===== config.mk =====
export PLATFORM = sky130hd
export DESIGN_NAME = intr_arbiter
export DESIGN_NICKNAME = d
export VERILOG_FILES = /design/src/rtl/intr_pkg.sv /design/src/rtl/intr_soft_lvl.sv /design/src/rtl/intr_pend_bank.sv /design/src/rtl/intr_prio_sel.sv /design/src/rtl/intr_arbiter.sv
export SDC_FILE = /design/constraint.sdc
export NUM_CORES = 1
export LEC_CHECK = 0
export ABC_AREA = 0
export BUFFER_PORTS_ARGS = -buffer_cell sky130_fd_sc_hd__buf_2
export CORE_MARGIN = 2
export CORE_UTILIZATION = 50
export CTS_CLUSTER_SIZE = 28
export DETAILED_ROUTE_END_ITERATION = 12
export PLACE_DENSITY = 0.79
export SLEW_MARGIN = 10
export SYNTH_ARGS = -nofsm -noshare
export SYNTH_HDL_FRONTEND = slang
export SYNTH_SLANG_ARGS = --single-unit

===== constraint.sdc =====
create_clock -name clk -period 5.8 [get_ports clk]
set_input_delay 1.16 -clock clk [delete_from_list [all_inputs] [get_ports clk]]
set_output_delay 1.16 -clock clk [all_outputs]
set_load 0.03 [all_outputs]

===== src/rtl/intr_pkg.sv =====
package intr_pkg;

   localparam int unsigned NUM_CLS = 7;
   localparam int unsigned CODE_W  = 3;

   typedef enum logic [CODE_W-1:0] {
      CLS_TLZERO = 3'd0,
      CLS_HTIMER = 3'd1,
      CLS_IVEC   = 3'd2,
      CLS_CPUMSG = 3'd3,
      CLS_DEVMSG = 3'd4,
      CLS_RESERR = 3'd5,
      CLS_SOFT   = 3'd6,
      CLS_NONE   = 3'd7
   } cls_e;

endpackage


===== src/rtl/intr_soft_lvl.sv =====
// Highest-set-bit encoder for the soft-interrupt register, plus a flag
// telling whether any other bit survives once the winning bit is masked.
module intr_soft_lvl #(
   parameter int unsigned SOFT_W = 16,
   parameter int unsigned LVL_W  = $clog2(SOFT_W)
) (
   input  logic [SOFT_W-1:0] soft_reg,
   output logic [LVL_W-1:0]  lvl,
   output logic              rest_any
);

   logic [SOFT_W-1:0] top_mask;

   always_comb begin
      lvl = '0;
      for (int i = 0; i < SOFT_W; i++) begin
         if (soft_reg[i]) lvl = LVL_W'(i);
      end
   end

   assign top_mask = {{(SOFT_W-1){1'b0}}, 1'b1} << lvl;
   assign rest_any = |(soft_reg & ~top_mask);

endmodule


===== src/rtl/intr_pend_bank.sv =====
// Pending flags, the untaken counter and the illegal-post pulse.
module intr_pend_bank
   import intr_pkg::*;
#(
   parameter int unsigned CNT_W   = 3,
   parameter bit          ERR_REG = 1'b1
) (
   input  logic              clk,
   input  logic              rst_n,
   input  logic              post_vld,
   input  logic [CODE_W-1:0] post_code,
   input  logic              clr_vld,
   input  logic [CODE_W-1:0] clr_idx,
   output logic [NUM_CLS-1:0] flags,
   output logic [CNT_W-1:0]  cnt,
   output logic              post_err
);

   localparam int unsigned SPAN = 1 << CODE_W;

   logic [SPAN-1:0] flg_ext;
   logic            post_legal;
   logic            inc;
   logic            dec;
   logic            bad_post;

   assign flg_ext    = SPAN'(flags);
   assign post_legal = post_vld && (post_code < CODE_W'(NUM_CLS));
   assign bad_post   = post_vld && !post_legal;
   assign inc        = post_legal && !flg_ext[post_code];
   assign dec        = clr_vld && flg_ext[clr_idx] &&
                       !(post_legal && (post_code == clr_idx));

   for (genvar g = 0; g < NUM_CLS; g++) begin : g_flag
      always_ff @(posedge clk) begin
         if (!rst_n) begin
            flags[g] <= 1'b0;
         end else if (post_legal && (post_code == CODE_W'(g))) begin
            flags[g] <= 1'b1;
         end else if (clr_vld && (clr_idx == CODE_W'(g))) begin
            flags[g] <= 1'b0;
         end
      end
   end

   always_ff @(posedge clk) begin
      if (!rst_n) cnt <= '0;
      else        cnt <= cnt + CNT_W'(inc) - CNT_W'(dec);
   end

   if (ERR_REG) begin : g_err_reg
      always_ff @(posedge clk) begin
         if (!rst_n) post_err <= 1'b0;
         else        post_err <= bad_post;
      end
   end else begin : g_err_comb
      assign post_err = bad_post;
   end

   AST_CNT_TRACKS_FLAGS: assert property (@(posedge clk) disable iff (!rst_n)
      32'(cnt) == $countones(flags));
   AST_BAD_POST_IGNORED: assert property (@(posedge clk) disable iff (!rst_n)
      bad_post && !clr_vld |=> $stable(flags));
   AST_POST_SETS: assert property (@(posedge clk) disable iff (!rst_n)
      post_legal |=> flg_ext[$past(post_code)]);
   AST_TAKE_CLEARS: assert property (@(posedge clk) disable iff (!rst_n)
      clr_vld && !(post_vld && post_code == clr_idx) |=> !flg_ext[$past(clr_idx)]);

endmodule


===== src/rtl/intr_prio_sel.sv =====
// Mode-dependent priority selection over the pending flags.
module intr_prio_sel
   import intr_pkg::*;
#(
   parameter int unsigned LVL_W        = 4,
   parameter int unsigned PIL_W        = 4,
   parameter int unsigned TL_W         = 3,
   parameter int unsigned VEC_RANK_LVL = 6
) (
   input  logic               clk,
   input  logic               rst_n,
   input  logic [NUM_CLS-1:0] flags,
   input  logic               hpriv,
   input  logic               int_en,
   input  logic               tlz_en,
   input  logic [TL_W-1:0]    trap_lvl,
   input  logic [PIL_W-1:0]   pil,
   input  logic [LVL_W-1:0]   soft_lvl,
   output cls_e               sel
);

   logic soft_hi_pil;
   logic soft_low;

   assign soft_hi_pil = (32'(soft_lvl) > 32'(pil));
   assign soft_low    = (32'(soft_lvl) < VEC_RANK_LVL);

   always_comb begin
      sel = CLS_NONE;
      if (hpriv) begin
         if (int_en) begin
            if (flags[CLS_HTIMER])    sel = CLS_HTIMER;
            else if (flags[CLS_IVEC]) sel = CLS_IVEC;
         end
      end else begin
         if (flags[CLS_TLZERO] && tlz_en && (trap_lvl == '0)) begin
            sel = CLS_TLZERO;
         end else if (flags[CLS_HTIMER]) begin
            sel = CLS_HTIMER;
         end else if (int_en) begin
            if (flags[CLS_CPUMSG])                              sel = CLS_CPUMSG;
            else if (flags[CLS_DEVMSG])                         sel = CLS_DEVMSG;
            else if (flags[CLS_SOFT] && soft_low && flags[CLS_IVEC]) sel = CLS_IVEC;
            else if (flags[CLS_SOFT] && soft_hi_pil)            sel = CLS_SOFT;
            else if (flags[CLS_RESERR])                         sel = CLS_RESERR;
         end
      end
   end

   AST_PRIV_GATED: assert property (@(posedge clk) disable iff (!rst_n)
      hpriv && !int_en |-> sel == CLS_NONE);
   AST_PRIV_CLASSES: assert property (@(posedge clk) disable iff (!rst_n)
      hpriv && sel != CLS_NONE |-> (sel == CLS_HTIMER || sel == CLS_IVEC));
   AST_TLZ_QUALIFIED: assert property (@(posedge clk) disable iff (!rst_n)
      sel == CLS_TLZERO |-> (!hpriv && tlz_en && trap_lvl == '0));
   AST_SOFT_ABOVE_PIL: assert property (@(posedge clk) disable iff (!rst_n)
      sel == CLS_SOFT |-> 32'(soft_lvl) > 32'(pil));
   AST_SEL_IS_PENDING: assert property (@(posedge clk) disable iff (!rst_n)
      sel != CLS_NONE |-> flags[sel]);

endmodule


===== src/rtl/intr_arbiter.sv =====
module intr_arbiter
   import intr_pkg::*;
#(
   parameter int unsigned SOFT_W       = 16,
   parameter int unsigned TL_W         = 3,
   parameter int unsigned PIL_W        = 4,
   parameter int unsigned VEC_RANK_LVL = 6,
   parameter bit          ERR_REG      = 1'b1,
   localparam int unsigned LVL_W       = $clog2(SOFT_W),
   localparam int unsigned CNT_W       = $clog2(NUM_CLS + 1)
) (
   input  logic              clk,
   input  logic              rst_n,
   input  logic              post_vld,
   input  logic [CODE_W-1:0] post_code,
   output logic              post_err,
   input  logic              take_req,
   input  logic              hpriv,
   input  logic              int_en,
   input  logic              tlz_en,
   input  logic [TL_W-1:0]   trap_lvl,
   input  logic [PIL_W-1:0]  pil,
   input  logic [SOFT_W-1:0] soft_reg,
   output logic [CODE_W-1:0] take_code,
   output logic              take_vld,
   output logic [LVL_W-1:0]  take_lvl,
   output logic              pend_any,
   output logic [CNT_W-1:0]  pend_cnt
);

   if (PIL_W != LVL_W) begin : g_bad_pil
      $error("PIL_W must equal the soft level width");
   end
   if (SOFT_W < 8) begin : g_bad_soft
      $error("SOFT_W must be at least 8");
   end
   if (VEC_RANK_LVL >= SOFT_W) begin : g_bad_rank
      $error("VEC_RANK_LVL must be below SOFT_W");
   end

   logic [NUM_CLS-1:0] flags;
   logic [LVL_W-1:0]   soft_lvl;
   logic               soft_rest;
   cls_e               sel;
   logic               clr_vld;

   intr_soft_lvl #(.SOFT_W(SOFT_W), .LVL_W(LVL_W)) u_lvl (
      .soft_reg (soft_reg),
      .lvl      (soft_lvl),
      .rest_any (soft_rest)
   );

   intr_prio_sel #(
      .LVL_W(LVL_W), .PIL_W(PIL_W), .TL_W(TL_W), .VEC_RANK_LVL(VEC_RANK_LVL)
   ) u_sel (
      .clk      (clk),
      .rst_n    (rst_n),
      .flags    (flags),
      .hpriv    (hpriv),
      .int_en   (int_en),
      .tlz_en   (tlz_en),
      .trap_lvl (trap_lvl),
      .pil      (pil),
      .soft_lvl (soft_lvl),
      .sel      (sel)
   );

   assign clr_vld = take_req && (sel != CLS_NONE) && !((sel == CLS_SOFT) && soft_rest);

   intr_pend_bank #(.CNT_W(CNT_W), .ERR_REG(ERR_REG)) u_bank (
      .clk       (clk),
      .rst_n     (rst_n),
      .post_vld  (post_vld),
      .post_code (post_code),
      .clr_vld   (clr_vld),
      .clr_idx   (sel),
      .flags     (flags),
      .cnt       (pend_cnt),
      .post_err  (post_err)
   );

   assign take_code = sel;
   assign take_vld  = (sel != CLS_NONE);
   assign take_lvl  = (sel == CLS_SOFT) ? soft_lvl : '0;
   assign pend_any  = (pend_cnt != '0);

   AST_SOFT_KEEPS: assert property (@(posedge clk) disable iff (!rst_n)
      take_req && sel == CLS_SOFT && soft_rest && !post_vld |=> $stable(pend_cnt));
   AST_TAKE_DROPS: assert property (@(posedge clk) disable iff (!rst_n)
      take_req && take_vld && sel != CLS_SOFT && !post_vld |=> pend_cnt == $past(pend_cnt) - 1'b1);

endmodule


Word-level counts from Yosys, hierarchy flattened
Cells that the tools add are included.
Word-level totals
  register bits: 11
  input bits: 33
  output and inout port bits: 13
  logic and storage cells: 123
Cells by class
  add/sub/neg operators: 2
  order comparisons: 5
  equal/unequal tests: 14
  shift operators: 1
  mux-type cells: 46
  bitwise operators: 2
  reductions and logical operators: 44
Operator list (count)
  3-bit 2-to-1 mux: 15
  4-bit 2-to-1 mux: 9
  1-bit logical AND: 28
  3-bit equality test (second input constant): 6
  1-bit 2-to-1 mux: 17
  16-bit AND: 1
  16-bit inverter: 1
  16-bit OR reduction: 1
  1-bit by 4-bit << shifter with 16-bit output (first input constant): 1
  2-bit nonzero test: 7
  3-bit by 2-bit equality test with 1-bit output (second input constant): 4
  3-bit zero test: 3
  3-bit by 4-bit less-than comparator with 1-bit output (second input constant): 2
  1-bit binary-select mux with 3-bit select: 2
  3-bit by 1-bit equality test with 1-bit output (second input constant): 2
  2-bit 2-to-1 mux: 3
  4-bit > comparator: 1
  1-bit zero test: 4
  4-bit by 3-bit less-than comparator with 1-bit output (second input constant): 1
  3-bit by 1-bit adder with 3-bit output: 1
  3-bit equality test: 1
  3-bit less-than comparator (second input constant): 1
  3-bit inequality test (second input constant): 1
  3-bit nonzero test: 1
  3-bit by 1-bit subtractor with 3-bit output: 1

Depth between registers and ports, before layout
  depth in word-level cells: 32
  depth in mapped cells: 23
  mapped depth without buffers: 23

Hierarchy
A second synthesis with hierarchy kept.
Unflattened totals
  cells, all modules: 178
  area, all modules: 1361.3 µm²
By module, submodules not included
  intr_pend_bank: instances 1, cells an instance 83, area an instance 719.4 µm²
  intr_soft_lvl: instances 1, cells an instance 49, area an instance 340.3 µm²
  intr_prio_sel: instances 1, cells an instance 37, area an instance 242.7 µm²
  intr_arbiter: instances 1, cells an instance 9, area an instance 58.8 µm²

Least setup slack after synthesis
No wires, ideal clock.
  kind: input -> output
  start point: input soft_reg[10]
  end point: output take_lvl[0]
  arrival: 4.080 ns
  data required time: 4.640 ns
  slack: 0.560 ns
  cell stages on the path: 15
  path buffers: 1
  cells stage by stage: clkbuf_1 -> or4_1 -> o221ai_1 -> a21oi_1 -> nor2_1 -> nor2_1 -> ha_1 -> nand4_1 -> nand2_1 -> a21o_1 -> nand3_1 -> a31o_2 -> and2_4 -> nand2_1 -> nor2_1
Between the ends
  cells in the longest elaborated chain, start to end: 18
  elaborated cells between the ends (all ways): 21
  classes of those cells: order compare (2); eq/ne (1); mux (15); reduce/logical (3)
RTL lines
  from (decl): line intr_arbiter.sv:23  | input logic [SOFT_W-1:0] soft_reg,
  4-bit 2-to-1 mux * (6 in a row): line intr_soft_lvl.sv:17  | if (soft_reg[i]) lvl = LVL_W'(i);
  4-bit > comparator or 4-bit by 3-bit less-than comparator with 1-bit output (tied branches): line intr_prio_sel.sv:25, intr_prio_sel.sv:26
  1-bit logical AND, on equally long branches: line intr_prio_sel.sv:44, intr_prio_sel.sv:43
  3-bit 2-to-1 mux or 1-bit logical AND (tied branches): line intr_prio_sel.sv:44, intr_prio_sel.sv:43
  3-bit 2-to-1 mux *: line intr_prio_sel.sv:43  | else if (flags[CLS_SOFT] && soft_low && flags[CLS_IVEC]) sel = CLS_IVEC;
  3-bit 2-to-1 mux *: line intr_prio_sel.sv:42  | else if (flags[CLS_DEVMSG]) sel = CLS_DEVMSG;
  3-bit 2-to-1 mux *: line intr_prio_sel.sv:41  | if (flags[CLS_CPUMSG]) sel = CLS_CPUMSG;
  3-bit 2-to-1 mux *: line intr_prio_sel.sv:40  | end else if (int_en) begin
  3-bit 2-to-1 mux *: line intr_prio_sel.sv:38  | end else if (flags[CLS_HTIMER]) begin
  3-bit 2-to-1 mux *: line intr_prio_sel.sv:36  | if (flags[CLS_TLZERO] && tlz_en && (trap_lvl == '0)) begin
  3-bit 2-to-1 mux *: line intr_prio_sel.sv:30  | if (hpriv) begin
  via take_code[1]: line intr_arbiter.sv:24  | output logic [CODE_W-1:0] take_code,
  3-bit equality test *: line intr_arbiter.sv:84  | assign take_lvl = (sel == CLS_SOFT) ? soft_lvl : '0;
  4-bit 2-to-1 mux *: line intr_arbiter.sv:84
  to (decl): line intr_arbiter.sv:26  | output logic [LVL_W-1:0] take_lvl,
The timed path passes the listed nets; every way through them passes the cells marked *.

Worst setup path after layout
  start point: input soft_reg[5]
  end point: output take_lvl[1]
Between the ends
  cells in the longest elaborated chain, start to end: 23
  elaborated cells between the ends (all ways): 26
  classes of those cells: order compare (2); eq/ne (1); mux (20); reduce/logical (3)
RTL lines (line)
  3-bit 2-to-1 mux * (3 in a row): intr_soft_lvl.sv:17
  4-bit 2-to-1 mux * (8 in a row): intr_soft_lvl.sv:17
  4-bit > comparator or 4-bit by 3-bit less-than comparator with 1-bit output (tied branches): intr_prio_sel.sv:25, intr_prio_sel.sv:26
  1-bit logical AND, on equally long branches: intr_prio_sel.sv:44, intr_prio_sel.sv:43
  3-bit 2-to-1 mux or 1-bit logical AND (tied branches): intr_prio_sel.sv:44, intr_prio_sel.sv:43
  3-bit 2-to-1 mux: intr_prio_sel.sv:43
  3-bit 2-to-1 mux: intr_prio_sel.sv:42
  3-bit 2-to-1 mux: intr_prio_sel.sv:41
  3-bit 2-to-1 mux: intr_prio_sel.sv:40
  3-bit 2-to-1 mux: intr_prio_sel.sv:38
  3-bit 2-to-1 mux: intr_prio_sel.sv:36
  3-bit 2-to-1 mux: intr_prio_sel.sv:30
  3-bit equality test: intr_arbiter.sv:84
  4-bit 2-to-1 mux *: intr_arbiter.sv:84
Every way passes the cells marked *; elsewhere a longest branch is shown, timed or not.

==> key figures <==
Detailed routing
  – DR iter-0 viols: 73
  – Routed Antenna Nets: 0
  – DRT Pass-1 Iters: 4
  – Routed WL: 3442 um
  – Via count: 1,491
  – Via density per instance: 5.802
  – Routed WL per cell: 13.39 um
  – DRC: 0

Clock tree
  – PostCTS Resize Cnt: 0
  – Clk Tree Root Cell: clkbuf_4
  – Setup bufs post-CTS: 0
  – H-tree depth: 1
  – CTS Buf Count: 3
  – # hold bufs at CTS: 0
  – Clock-pin slew on the worst setup and hold paths: 60 ps
  – Max clock buf depth: 2
  – Clock latency on the worst-skew pair: 270 ps
  – CTS tree: built
  – Clk sinks: 11

STA
  – Worst-Margin Slew: 722.6 ps
  – Final Setup Violations: 0
  – Crit path time final: 5355 ps
  – Final Slew Violations: 0
  – RSZ-0062 raised after global routing: no
  – Final setup TNS: 0 ps
  – Fin. Hold Viols: 0
  – Max Clk Rate: 186.7 MHz
  – Worst slew margin: 0.5122
  – Tcrit/Tclk final: 0.9233
  – Final clock skew: 2.736 ps

Critical path
  – Worst r2r path cells: 15
  – R2R setup slack: 2630 ps
  – Worst endpoint data arrival time: 4200 ps
  – CP Capture Type: primary output
  – Req. time, crit path: 4640 ps
  – Reg2reg end: u_bank.cnt[2]
  – Startpoint Class: primary input
  – R2r startpoint: u_bank.flags[1]
  – Worst setup path class: primary input to primary output
  – CP Max Fanout: 7

Floorplan
  – Die height: 55.16 um
  – Die area: 3043 um2
  – Core area: 2477 um2
  – Number of top-level pins: 46
  – Chip width: 55.16 um
  – Initial Utilization: 0.5283
  – Core Rows: 18

Global routing
  – Largest net degree at the start of global routing: 10
  – Number of global-route vias before repair: 1,236
  – First-pass GRT wire length: 5368 um
  – Initial antenna violation count: 0
  – GRT Resource Usage Total: 0.2384
  – GR Overflow Total: 0

Cells and area
  – Layout cells sized above 1: 0.2643
  – Fin util: 0.6374
  – Most frequent cells in the layout: buf_2, nor2_1, inv_1
  – Commonest non-fill, non-tap cell in the layout: buf_2
  – Area occupied by multi-input gates: 1006 um2
  – Layout area overhead: 20.65%
  – N_diodes: 0
  – Fill cells: 269
  – Nets@finish: 268
  – Sequential Area: 220.2 um2

Min path
  – Hold Crit Endpoint: u_bank.flags[3]
  – Hold Path Class: flip-flop to flip-flop
  – Hold wc startpoint: u_bank.flags[3]
  – Worst hold path depth: 2

Power and ir drop
  – Peak supply drop: 0.1865 mV
  – Leakage Power: 0.6842 nW
  – Power per cell area: 165.9 nW/um2

Synthesis
  – Ranking of synthesized cells by area: dfxtp_1, nor2_1, ha_1
  – Synth cell types: 55
  – Post-synth EDFFs: 0
  – Seq/Total Area, Yosys: 0.1683
  – Syn_nets: 223
  – Yosys Warn Count: 0
  – Area of the mapped netlist: 1309 um2
  – Yosys top cell area share: 0.1683
  – Post-synth top area cell: dfxtp_1
  – Post-Syn Area per Cell: 7.152 um2
  – Share of flip-flops with an asynchronous set or reset: 0
  – Synthesized flop and latch total: 11
  – Synth Instances: 183
  – Ys flop type: dfxtp_1

Place
  – Port buffer count: 45
  – Gpl congestion: 0.9012
  – HPWL Detailed: 2690 um

Job
  – Max_cap viols: 0

Status
  – Status: complete, no violations
sequential cells by signal (all words and copies together) (netlist names):
register,cells
u_bank.flags,7
u_bank.cnt,3
u_bank.post_err,1
report_power, final:
| group | total, mW | internal [mW] | switching [mW] | leakage (nW) |
|---|---|---|---|---|
| Combinational | 0.120 | 0.0455 | 0.0742 | 0.579 |
| Clock | 0.0510 | 0.0266 | 0.0244 | 0.0150 |
| Sequential | 0.0912 | 0.0833 | 0.00799 | 0.0898 |
| Total | 0.262 | 0.155 | 0.107 | 0.684 |
critical path, cell delays in order:
cell      delay, ps
buf_2           130
o311ai_0        650
a21boi_0        330
inv_1           230
ha_1            270
nor2b_1         130
o211ai_1        160
a21o_1          190
nand3_1          80
a31o_2          300
and2_4          190
nand2_1         120
nor2_1           50
buf_2           190
per-layer routing:
| layer | global-route usage | vias to the layer above | wire length [um] |
|---|---|---|---|
| li1 | - | 770 | - |
| met1 | 0.3263 | 654 | 1661 |
| met2 | 0.3988 | 61 | 1534 |
| met3 | 0.01344 | 6 | 208 |
| met4 | 0.07724 | 0 | 38 |
| met5 | 0 | - | 0 |
metrics by stage:
stage / hold WS (ps) / instance area, um2 / instances / worst slack [ps] / power [mW]
after floorplan: 460.6 / 1309 / 183 / 560.2 / 0.1713
after global placement: 504.7 / 1553 / 253 / 344.9 / 0.2094
after detailed placement: 501.5 / 1553 / 253 / 344.2 / 0.2103
after CTS: 510.5 / 1579 / 257 / 447.3 / 0.2645
after global routing: 548.4 / 1579 / 257 / 85.03 / 0.2794
final: 514.2 / 1579 / 257 / 444.7 / 0.2620
Yosys cell counts (all sizes together) (5+ instances only):
cell type	number
dfxtp	11
nor3	10
a21oi	14
inv	17
nor2	25
ha	6
clkbuf	5
nand2b	6
nand2	15
nor4	5
cell type report:
type                            instances  area share
Inverter                               17     0.04041
Multi-Input combinational cell        150      0.6371
Sequential cell                        11      0.1395
Tap cell                               30     0.02377
Timing Repair Buffer                   45      0.1426
Clock buffer                            4     0.01664
how the worst max path moves through the flow:
stage | startpoint | endpoint | slack (ps) | cells past startpoint
2_1_floorplan | soft_reg[10] | take_lvl[0] | 560 | 15
3_3_place_gp | soft_reg[5] | u_bank.cnt[2] | 340 | 21
3_5_place_dp | soft_reg[4] | u_bank.cnt[2] | 340 | 21
4_1_cts | soft_reg[4] | take_lvl[1] | 450 | 14
5_1_grt | soft_reg[4] | take_lvl[0] | 90 | 14
6_report | soft_reg[5] | take_lvl[1] | 440 | 14
logic make-up after synthesis:
group                      Yosys count  synth area share
and+or+nand+nor                     85            0.3404
adders and majority gates            8           0.08031
muxes                                3           0.03250
AOI/OAI and AO/OA                   50            0.2887
DFF                                 11            0.1683
xor gates and xnor gates             4           0.02677
buffers and inverters               22           0.06310
Note: power is estimated with default switching activity, not from simulation.
